==> src/rtl/itc_pkg.sv <==
package itc_pkg;
   localparam int DATA_W = 8;
   localparam int LVL_N  = 3;

   typedef struct packed {
      logic             trap;
      logic             ufo;
      logic [LVL_N-1:0] en;
   } ctl_view_t;
endpackage

==> src/rtl/itc_ctl_regs.sv <==
module itc_ctl_regs
   import itc_pkg::*;
#(
   parameter int ADDR_W   = 8,
   parameter logic [ADDR_W-1:0] BASE_ADDR = 8'h33,
   parameter logic [ADDR_W-1:0] CTL_ADDR  = 8'h34,
   parameter int BASE_W   = 3,
   parameter logic [LVL_N-1:0] EN_RST = 3'b001
) (
   input  logic                clk,
   input  logic                rst_n,
   input  logic [ADDR_W-1:0]   addr,
   input  logic                wr,
   input  logic [DATA_W-1:0]   wdata,
   input  logic                trap_flag,
   input  logic                ufo_flag,
   output logic [BASE_W-1:0]   base_bits,
   output logic [LVL_N-1:0]    lvl_en,
   output logic                trap_clr,
   output logic [DATA_W-1:0]   rdata
);
   localparam int BASE_LSB = DATA_W - BASE_W;

   logic      hit_base, hit_ctl;
   ctl_view_t view;

   assign hit_base = (addr == BASE_ADDR);
   assign hit_ctl  = (addr == CTL_ADDR);
   assign trap_clr = wr & hit_ctl & ~wdata[DATA_W-1];

   always_ff @(posedge clk or negedge rst_n) begin
      if (!rst_n) begin
         base_bits <= '0;
         lvl_en    <= EN_RST;
      end else if (wr) begin
         if (hit_base) base_bits <= wdata[DATA_W-1:BASE_LSB];
         if (hit_ctl)  lvl_en    <= wdata[LVL_N-1:0];
      end
   end

   always_comb begin
      view.trap = trap_flag;
      view.ufo  = ufo_flag;
      view.en   = lvl_en;
      rdata     = '0;
      if (hit_base)
         rdata[DATA_W-1:BASE_LSB] = base_bits;
      else if (hit_ctl) begin
         rdata[DATA_W-1]  = view.trap;
         rdata[DATA_W-2]  = view.ufo;
         rdata[LVL_N-1:0] = view.en;
      end
   end

   // an enable write lands on the following edge
   a_r3_en_write: assert property (@(posedge clk) disable iff (!rst_n)
      (wr && hit_ctl) |=> (lvl_en == $past(wdata[LVL_N-1:0])));
   // outside the map nothing moves
   a_r10_no_stray_write: assert property (@(posedge clk) disable iff (!rst_n)
      (!(wr && (hit_base || hit_ctl))) |=> ($stable(lvl_en) && $stable(base_bits)));
endmodule

==> src/rtl/itc_trap_unit.sv <==
module itc_trap_unit (
   input  logic clk,
   input  logic rst_n,
   input  logic undef_op,
   input  logic undef_third,
   input  logic trap_clr,
   output logic trap_flag,
   output logic ufo_flag,
   output logic trap_req
);
   always_ff @(posedge clk or negedge rst_n) begin
      if (!rst_n) begin
         trap_flag <= 1'b0;
         ufo_flag  <= 1'b0;
         trap_req  <= 1'b0;
      end else begin
         trap_req <= undef_op;
         if (undef_op) begin
            trap_flag <= 1'b1;
            ufo_flag  <= undef_third;
         end else if (trap_clr) begin
            trap_flag <= 1'b0;
         end
      end
   end

   a_r5_trap_sets: assert property (@(posedge clk) disable iff (!rst_n)
      undef_op |=> trap_flag);
   a_r4_no_sw_set: assert property (@(posedge clk) disable iff (!rst_n)
      (!undef_op && !trap_flag) |=> !trap_flag);
   a_r6_capture: assert property (@(posedge clk) disable iff (!rst_n)
      undef_op |=> (ufo_flag == $past(undef_third)));
   a_r6_hold: assert property (@(posedge clk) disable iff (!rst_n)
      !undef_op |=> $stable(ufo_flag));
   a_r7_req_pulse: assert property (@(posedge clk) disable iff (!rst_n)
      undef_op |=> trap_req);
   a_r7_req_only_after: assert property (@(posedge clk) disable iff (!rst_n)
      !undef_op |=> !trap_req);
endmodule

==> src/rtl/itc_vec_mask.sv <==
module itc_vec_mask
   import itc_pkg::*;
#(
   parameter int BASE_W = 3,
   parameter int SRC_W  = 4
) (
   input  logic              clk,
   input  logic              rst_n,
   input  logic [BASE_W-1:0] base_bits,
   input  logic [SRC_W-1:0]  src_id,
   input  logic [LVL_N-1:0]  lvl_en,
   input  logic [LVL_N-1:0]  lvl_req_in,
   output logic [LVL_N-1:0]  lvl_req_out,
   output logic [DATA_W-1:0] vec_byte
);
   assign vec_byte = {base_bits, src_id, 1'b0};

   for (genvar g = 0; g < LVL_N; g++) begin : g_lvl
      assign lvl_req_out[g] = lvl_en[g] ? lvl_req_in[g] : 1'b0;
   end

   // no request escapes a disabled level
   a_r9_masked_low: assert property (@(posedge clk) disable iff (!rst_n)
      ((lvl_req_out & ~lvl_en) == '0));
endmodule

==> src/rtl/itc_top.sv <==
module itc_top
   import itc_pkg::*;
#(
   parameter int ADDR_W = 8,
   parameter logic [ADDR_W-1:0] BASE_ADDR = 8'h33,
   parameter logic [ADDR_W-1:0] CTL_ADDR  = 8'h34,
   parameter int SRC_W  = 4,
   parameter logic [LVL_N-1:0] EN_RST = 3'b001
) (
   input  logic              clk,
   input  logic              rst_n,
   input  logic [ADDR_W-1:0] reg_addr,
   input  logic              reg_wr,
   input  logic [7:0]        reg_wdata,
   output logic [7:0]        reg_rdata,
   input  logic              undef_op,
   input  logic              undef_third,
   input  logic [2:0]        lvl_req_in,
   input  logic [SRC_W-1:0]  src_id,
   output logic              trap_req,
   output logic [2:0]        lvl_en,
   output logic [2:0]        lvl_req_out,
   output logic [7:0]        vec_byte
);
   localparam int BASE_W = DATA_W - SRC_W - 1;

   if (BASE_W < 1) begin : g_bad_src
      $error("SRC_W leaves no room for vector base bits");
   end
   if (BASE_ADDR == CTL_ADDR) begin : g_bad_map
      $error("register addresses collide");
   end
   if (BASE_W + 2 + LVL_N > DATA_W + BASE_W - 1 && BASE_W > DATA_W - LVL_N - 2) begin : g_bad_layout
      $error("base field overlaps enable field");
   end

   logic [BASE_W-1:0] base_bits;
   logic              trap_flag, ufo_flag, trap_clr;

   itc_ctl_regs #(
      .ADDR_W(ADDR_W), .BASE_ADDR(BASE_ADDR), .CTL_ADDR(CTL_ADDR),
      .BASE_W(BASE_W), .EN_RST(EN_RST)
   ) u_regs (
      .clk(clk), .rst_n(rst_n), .addr(reg_addr), .wr(reg_wr), .wdata(reg_wdata),
      .trap_flag(trap_flag), .ufo_flag(ufo_flag), .base_bits(base_bits),
      .lvl_en(lvl_en), .trap_clr(trap_clr), .rdata(reg_rdata)
   );

   itc_trap_unit u_trap (
      .clk(clk), .rst_n(rst_n), .undef_op(undef_op), .undef_third(undef_third),
      .trap_clr(trap_clr), .trap_flag(trap_flag), .ufo_flag(ufo_flag),
      .trap_req(trap_req)
   );

   itc_vec_mask #(.BASE_W(BASE_W), .SRC_W(SRC_W)) u_vec (
      .clk(clk), .rst_n(rst_n), .base_bits(base_bits), .src_id(src_id),
      .lvl_en(lvl_en), .lvl_req_in(lvl_req_in), .lvl_req_out(lvl_req_out),
      .vec_byte(vec_byte)
   );
endmodule

==> config.mk <==
export PLATFORM = sky130hd
export DESIGN_NAME = itc_top
export DESIGN_NICKNAME = d
export VERILOG_FILES = /design/src/rtl/itc_pkg.sv /design/src/rtl/itc_ctl_regs.sv /design/src/rtl/itc_trap_unit.sv /design/src/rtl/itc_vec_mask.sv /design/src/rtl/itc_top.sv
export SDC_FILE = /design/constraint.sdc
export NUM_CORES = 1
export LEC_CHECK = 0
export ABC_AREA = 1
export CAP_MARGIN = 15
export CORE_UTILIZATION = 34
export DETAILED_ROUTE_END_ITERATION = 8
export PLACE_DENSITY_LB_ADDON = 0.12
export SETUP_SLACK_MARGIN = 0.1
export SYNTH_ARGS = -nofsm -noshare
export SYNTH_HDL_FRONTEND = slang
export SYNTH_SLANG_ARGS = --single-unit
export TNS_END_PERCENT = 5
==> constraint.sdc <==
create_clock -name clk -period 2.1 [get_ports clk]
set_clock_uncertainty 0.15 [all_clocks]
set_input_delay 0.525 -clock clk [delete_from_list [all_inputs] [get_ports clk]]
set_output_delay 0.525 -clock clk [all_outputs]
set_load 0.02 [all_outputs]
---- After elaboration in Yosys (flattened, before gate mapping) ----
Index checks and enable logic that the tools add are counted.
storage, ports and cells
  register bits ........................... 9
  input bits .............................. 28
  logic and storage cells ................. 23
cells by class
  equal/unequal tests ..................... 2
  muxes and demuxes ....................... 10
  bitwise gates (word level) .............. 3
  reduce and logical (&&, ||, !) cells .... 3
operators by type and width
  kind                                            number
  == test 8 x 6 -> 1 bit (second input constant)  2
  2-to-1 mux 1 bit                                6
  2-to-1 mux 3 bit                                2
  2-to-1 mux 2 bit                                2
  AND reduction 2 bit                             2
  AND 1 bit                                       2
  nonzero test 2 bit                              1
  inverter 1 bit                                  1

---- Depth between registers and ports, before layout ----
Gate-level depths: netlist of run 1.
  depth in word-level cells ............... 5
  depth in mapped cells ................... 7
  gate-level depth less buffers ........... 7

---- Modules after synthesis ----
From an unflattened synthesis of run 1, not the netlist that was laid out.
second synthesis, totals
  cell total of the unflattened synthesis .. 96
  area total of the unflattened synthesis .. 659.4 µm²
by module, submodules not included
  module         times used  cells an instance  area each (µm²)  seq. area each (µm²)
  itc_ctl_regs   1           71                 471.7            151.4
  itc_trap_unit  1           10                 101.3            75.1
  itc_vec_mask   1           15                 86.3             0.0

---- Worst setup path after synthesis of run 1 ----
No wires, ideal clock.
  path type ............................... input-to-output
  start ................................... input reg_addr[4]
  end ..................................... output reg_rdata[0]
  data arrival time ....................... 1.235 ns
  required time ........................... 1.425 ns
  slack ................................... 0.190 ns
  stages .................................. 6
  path buffers ............................ 0
  cells stage by stage .................... nand2_1 inv_1 nand2_4 nor2_8 inv_2 nor2_1
between the ends
  word-level cells in the longest chain between the ends .. 3
  elaborated cells on any way between the ends .. 4
  classes of those cells .................. eq/ne: 2; mux: 2
ends and longest elaborated chain
  item                    line                RTL
  start, declared         itc_top.sv:12       input logic [ADDR_W-1:0] reg_addr,
  == test 8 x 6 -> 1 bit  itc_ctl_regs.sv:28  assign hit_ctl = (addr == CTL_ADDR);
  2-to-1 mux 3 bit        itc_ctl_regs.sv:48  else if (hit_ctl) begin
  2-to-1 mux 3 bit (*)    itc_ctl_regs.sv:46  if (hit_base)
  end, declared           itc_top.sv:15       output logic [7:0] reg_rdata,
Every way passes the cells marked *; elsewhere a longest branch is shown, timed or not.

---- Worst setup path in the final report of run 1 ----
  start ................................... input lvl_req_in[1]
  end ..................................... output lvl_req_out[1]
between the ends
  word-level cells in the longest chain between the ends .. 1
ends and longest elaborated chain
  item              line                RTL
  start, declared   itc_top.sv:18       input logic [2:0] lvl_req_in,
  2-to-1 mux 1 bit  itc_vec_mask.sv:19  assign lvl_req_out[g] = lvl_en[g] ? lvl_req_in[g] : 1'b0;
  end, declared     itc_top.sv:22       output logic [2:0] lvl_req_out,
No other way between the ends.

==> out/metrics.csv, run 1 <==
metric;value;unit
DR WL/cell;9.36;um
DR DRC count;0;
via count;627;
initial antenna violation count;0;
RePlAce Congestion;0.749;
switching part of the total power;0.274;
crit share post-route;0.972;
hold_buf cts;0;
first-pass GRT wire length;2210;um
Root Driver;clkbuf_4;
pre-CTS WS;-702;ps
Post-Route WL;1390;um
Ant. Diodes;0;
reg2reg start;u_regs.lvl_en[0]$_DFFE_PN1P_;
final hold vios;0;
Arr. time, crit path;1370;ps
Worst Hold Class;flop to flop;
remaining global-route overflow;0;
Crit path required time;1420;ps
#FFs+latches synth;9;
maximum vdd drop;0.264;mV
combinational share of power;0.231;
leakage;0.000572;uW
htree depth;1;
number of max-cap violations;0;
worst skew pair latency;250;ps
RSZ-0062 raised after global routing;true;
largest net degree at the start of global routing;10;
GRT Overall Usage;0.152;
Mapped Cells;80;
CTS tree;built;
TritonCTS Buffers;3;
layout cell share with drive strength beyond 1;0.382;
Clk network pwr share;0.319;
clk sink count;9;
worst hold path startpoint;u_regs.lvl_en[0]$_DFFE_PN1P_;
vias per cell;4.24;
port bufs;37;
P&R area growth vs syn;66.9;%
Horiz. Die Dim;44.6;um
Initial Utilization;0.360;
pins over their slew limit;0;
Syn. warnings;0;
Netlist cell types;17;
status;finished, final reports clean;
Crit. Startpoint;lvl_req_in[1];
critical path startpoint category;input port;
chip height;44.6;um
Placeable Area;1710;sq um
detailed placement HPWL;1030;um
Detail Route Antenna Nets;0;
clock-pin slew on the worst setup and hold paths;60;ps
Pwr Density;407;nW/um^2
final net count;152;
drt pass-1 iters;6;
fin cells;148;
Max clock buf depth;2;
drt first-iter violations;6;
Min Hold Slack;341;ps
Mapped Area;616;sq um
row count;15;
Seq/Total Area, Yosys;0.368;
Avg Inst Size Synth;7.69;sq um
Int Power;304;uW
# IOs;51;
placed cell count;140;
final setup vio count;0;
post-layout min period;2040;ps
sw power;115;uW
CP endpoint kind;output port;
number of global-route vias before repair;541;
die area;1980;sq um
Final WS setup;59.7;ps
Sequential Power Share;0.451;
highest net fanout along the worst path;1;
Setup Crit Path Kind;input port to output port;
f_max;490;MHz
[placed cells by master, fill, tap and decap left out, types with 4 or more instances in the layout]
master	count
inv_1	7
nand2_1	26
buf_4	12
clkbuf_2	7
clkdlybuf4s50_1	19
nand2_2	4
dfrtp_1	8
nand3_1	6
[flip-flops by register name (all words and copies together), names as in the netlist]
register	flops
u_regs.lvl_en	3
u_trap.trap_flag	1
u_trap.trap_req	1
u_trap.ufo_flag	1
u_regs.base_bits	3
[layout make-up]
cell class | instances | area [sq um]
multi-input cells | 55 | 327
flip-flops and latches | 9 | 226
repair buffers | 45 | 377
fillers | 161 | 681
well taps | 25 | 31.3
inverters | 10 | 40.0
clock buffers | 4 | 26.3
[synth_stat cells]
library cell	n	share of area
inv_2	2	0.012
dfstp_2	1	0.043
nand3_2	1	0.016
buf_2	1	0.0081
dfrtp_1	8	0.33
nand2_4	2	0.037
nor2_4	1	0.018
nand2_2	2	0.020
nand3_4	1	0.028
buf_4	7	0.085
nand3_1	8	0.065
conb_1	1	0.0061
nor2_2	2	0.020
nor2_1	5	0.030
inv_1	8	0.049
nor2_8	2	0.065
nand2_1	28	0.17
[final timing paths]
| check | to | slack (ps) | cells after the start |
|---|---|---|---|
| max in group asynchronous | u_regs.lvl_en[0]$_DFFE_PN1P_ | 1070 | 1 |
| worst max-delay path | lvl_req_out[1] | 60 | 4 |
| worst min-delay path | u_regs.lvl_en[0]$_DFFE_PN1P_ | 340 | 2 |
| worst max register to register | u_regs.lvl_en[0]$_DFFE_PN1P_ | 1230 | 2 |
| worst min register to register | u_regs.lvl_en[0]$_DFFE_PN1P_ | 340 | 2 |
| min in group asynchronous | u_regs.lvl_en[2]$_DFFE_PN0P_ | 410 | 1 |
[power by group through the flow]
stage          registers [uW]  logic (uW)  clock network [uW]
6_report                  189        96.5                 133
5_1_grt                   190         105                 146
4_1_cts                   189         101                 140
3_5_place_dp              192         104                   0
3_3_place_gp              192         104                   0
2_1_floorplan             199        45.7                   0
[logic make-up (layout without fill, tap and decap cells)]
logic type / count (synthesis) / in the layout / synth area share
flip-flops: 9 / 9 / 0.368
AND/OR/NAND/NOR: 52 / 52 / 0.472
buffers and inverters: 18 / 59 / 0.154
other: 1 / 3 / 0.00609
[metal layers]
metal	wire [um]	up-vias	global-route usage
met2	684	20	0.244
met4	10	0	0.0909
met5	0	-	0
li1	-	317	-
met3	82	2	0.0163
met1	608	288	0.196
[repair_timing]
| action | in CTS | in global routing |
|---|---|---|
| setup endpoints to repair | 10 | 9 |
| pin swaps | 10 | 10 |
| resized for setup | 57 | 18 |
| endpoints found under the hold margin | 0 | 0 |
| buffers inserted | 3 | 1 |
[stage by stage]
stage                     total power [uW]   util  setup TNS [ps]  cell area [sq um]
after floorplan                        245      -               0                623
after global placement                 295  0.584           -4810                997
after detailed placement               296  0.584           -4830                997
after CTS                              429  0.617               0               1050
after global routing                   441  0.601               0               1030
final                                  418  0.601               0               1030
[critical path, stage by stage]
cell	delay [ps]
clkdlybuf4s50_1	460
nand2_1	50
inv_1	50
clkdlybuf4s15_1	290
Note: power is estimated with default switching activity, not from simulation.
==> inputs of run 2 (changes only) <==
--- a/config.mk
+++ b/config.mk
@@ -10,7 +10,8 @@
 export CORE_UTILIZATION = 34
 export DETAILED_ROUTE_END_ITERATION = 8
 export PLACE_DENSITY_LB_ADDON = 0.12
-export SETUP_SLACK_MARGIN = 0.1
+export SETUP_SLACK_MARGIN = 0.02
+export SKIP_CTS_REPAIR_TIMING = 1
 export SYNTH_ARGS = -nofsm -noshare
 export SYNTH_HDL_FRONTEND = slang
 export SYNTH_SLANG_ARGS = --single-unit
==> run 2 against run 1 <==
  * Hold slack worse by 20 ps
  * Setup slack better by 2.5 ps
  * Utilization up 1.2 points
  * Cell area up 1.9%
  * Routed wire length down 2.1%
  * Sequential share of layout area down 0.42 points
  * First-iteration DRC count unchanged
  * Flip-flop and latch count unchanged
  * Die area unchanged
  * Via count down 3.2%
  * Final cell count down 2.0%
  * Sequential power about the same
  * Highest routed layer unchanged
==> out/metrics.csv, run 2 (same netlist as run 1, synthesis figures left out) <==
metric;value;unit
# IOs;51;
P&R area growth vs syn;70.1;%
Area after DPL;997;sq um
most common cell after layout, fill and taps aside;nand2_1;
FILL cells;158;
Horiz. Die Dim;44.6;um
RePlAce Congestion;0.749;
initial antenna violation count;0;
critical path startpoint category;input port;
buffers and inverters on the worst path;3;
highest net fanout along the worst path;7;
TritonCTS Buffers;3;
htree depth;1;
Total Power;420;uW
critical path's slowest cell;nor2_8;
final hold vios;0;
RSZ-0062 raised after global routing;true;
Detail Route Antenna Nets;0;
Pwr Density;401;nW/um^2
via count;607;
final setup vio count;0;
number of global-route vias before repair;490;
pre-CTS WS;-702;ps
clk sink count;9;
Post-Route WL;1360;um
Reg area;226;sq um
Setup Crit Path Kind;input port to output port;
largest net degree at the start of global routing;10;
remaining global-route overflow;0;
combinational share of power;0.236;
Max clock buf depth;2;
sw power;112;uW
biggest regs;u_regs.base_bits x3, u_regs.lvl_en x3;
GRT Overall Usage;0.139;
Placeable Area;1710;sq um
final net count;149;
f_max;491;MHz
CP max stage delay;170;ps
Sequential Power Share;0.448;
fin area;1050;sq um
maximum vdd drop;0.262;mV
leading cell types in the layout, fill and taps excluded;27 x nand2_1, 19 x clkdlybuf4s50_1, 9 x dlymetal6s2s_1, 8 x buf_4, 8 x dfrtp_1;
layout cell share with drive strength beyond 1;0.292;
detailed placement HPWL;1030;um
DR DRC count;0;
chip height;44.6;um
drt first-iter violations;6;
Initial Utilization;0.360;
Final WS setup;62.2;ps
number of max-cap violations;0;
fin cells;145;
Ant. Diodes;0;
Worst Hold Class;flop to flop;
row count;15;
leakage;0.000665;uW
CTS tree;built;
DR WL/cell;9.36;um
Multi-input gate area;312;sq um
crit share post-route;0.970;
clock-pin slew on the worst setup and hold paths;60;ps
crit path cell chain;clkbuf_2, nor2_2, nand3_4, nor2_8, inv_4, nand3_1, nand2_1, buf_6;
placed cell count;140;
worst skew pair latency;250;ps
port bufs;37;
status;finished, final reports clean;
first-pass GRT wire length;2020;um
switching part of the total power;0.268;
vias per cell;4.19;
pins over their slew limit;0;
Arr. time, crit path;1360;ps
CP top delay family;simple AND/OR/NAND/NOR gates;
drt pass-1 iters;4;
final setup TNS;0;ps
CP endpoint kind;output port;
post-layout min period;2040;ps
Int Power;307;uW
die area;1980;sq um
Clk network pwr share;0.315;
Root Driver;clkbuf_4;
Crit path required time;1420;ps
run 2: cell count changes in the layout (fill, tap and decap cells not counted), moves of 2 or more:
cell / change
clkdlybuf4s15_1: -2
clkbuf_2: -4
dlymetal6s2s_1: +9
buf_2: -2
buf_4: -4
run 2: power by group through the flow:
stage	clock [uW]	combinational (uW)	sequential [uW]
final	132	99.2	188
after global routing	146	108	190
after CTS	140	105	188
after detailed placement	0	104	192
after global placement	0	104	192
after floorplan	0	45.7	199
run 2: cell type report:
cell class                      instances  share of cell area
Clock buffer                            4              0.0251
Timing Repair Buffer                   42               0.393
Inverter                               10              0.0382
Multi-Input combinational cell         55               0.297
Sequential cell                         9               0.216
Tap cell                               25              0.0299
run 2: layer usage:
metal	track usage	wire (um)	up-vias
li1	-	-	313
met5	0	0	-
met1	0.183	603	272
met3	0.0163	84	2
met4	0.0909	10	0
met2	0.215	658	20
run 2: worst register-to-register path: cells and delay by family (launching register included):
family        cells  cell delay, ps
flops             1             560
simple gates      2             120
run 2: worst paths after layout:
| path | endpoint | start | cells past startpoint | slack, ps |
|---|---|---|---|---|
| worst max-delay path | reg_rdata[6] | reg_addr[3] | 8 | 60 |
| worst min-delay path | u_trap.ufo_flag$_DFFE_PN0P_ | u_trap.ufo_flag$_DFFE_PN0P_ | 2 | 320 |
| worst max register to register | u_regs.lvl_en[0]$_DFFE_PN1P_ | u_regs.lvl_en[0]$_DFFE_PN1P_ | 2 | 1220 |
| worst min register to register | u_trap.ufo_flag$_DFFE_PN0P_ | u_trap.ufo_flag$_DFFE_PN0P_ | 2 | 320 |
| max in group asynchronous | u_regs.lvl_en[0]$_DFFE_PN1P_ | rst_n | 1 | 1070 |
| min in group asynchronous | u_regs.lvl_en[2]$_DFFE_PN0P_ | rst_n | 1 | 410 |
run 2: through the flow:
stage,hold WS (ps),util
2_1_floorplan,79.4,-
3_3_place_gp,313,0.584
3_5_place_dp,315,0.584
4_1_cts,331,0.599
5_1_grt,371,0.613
6_report,321,0.613
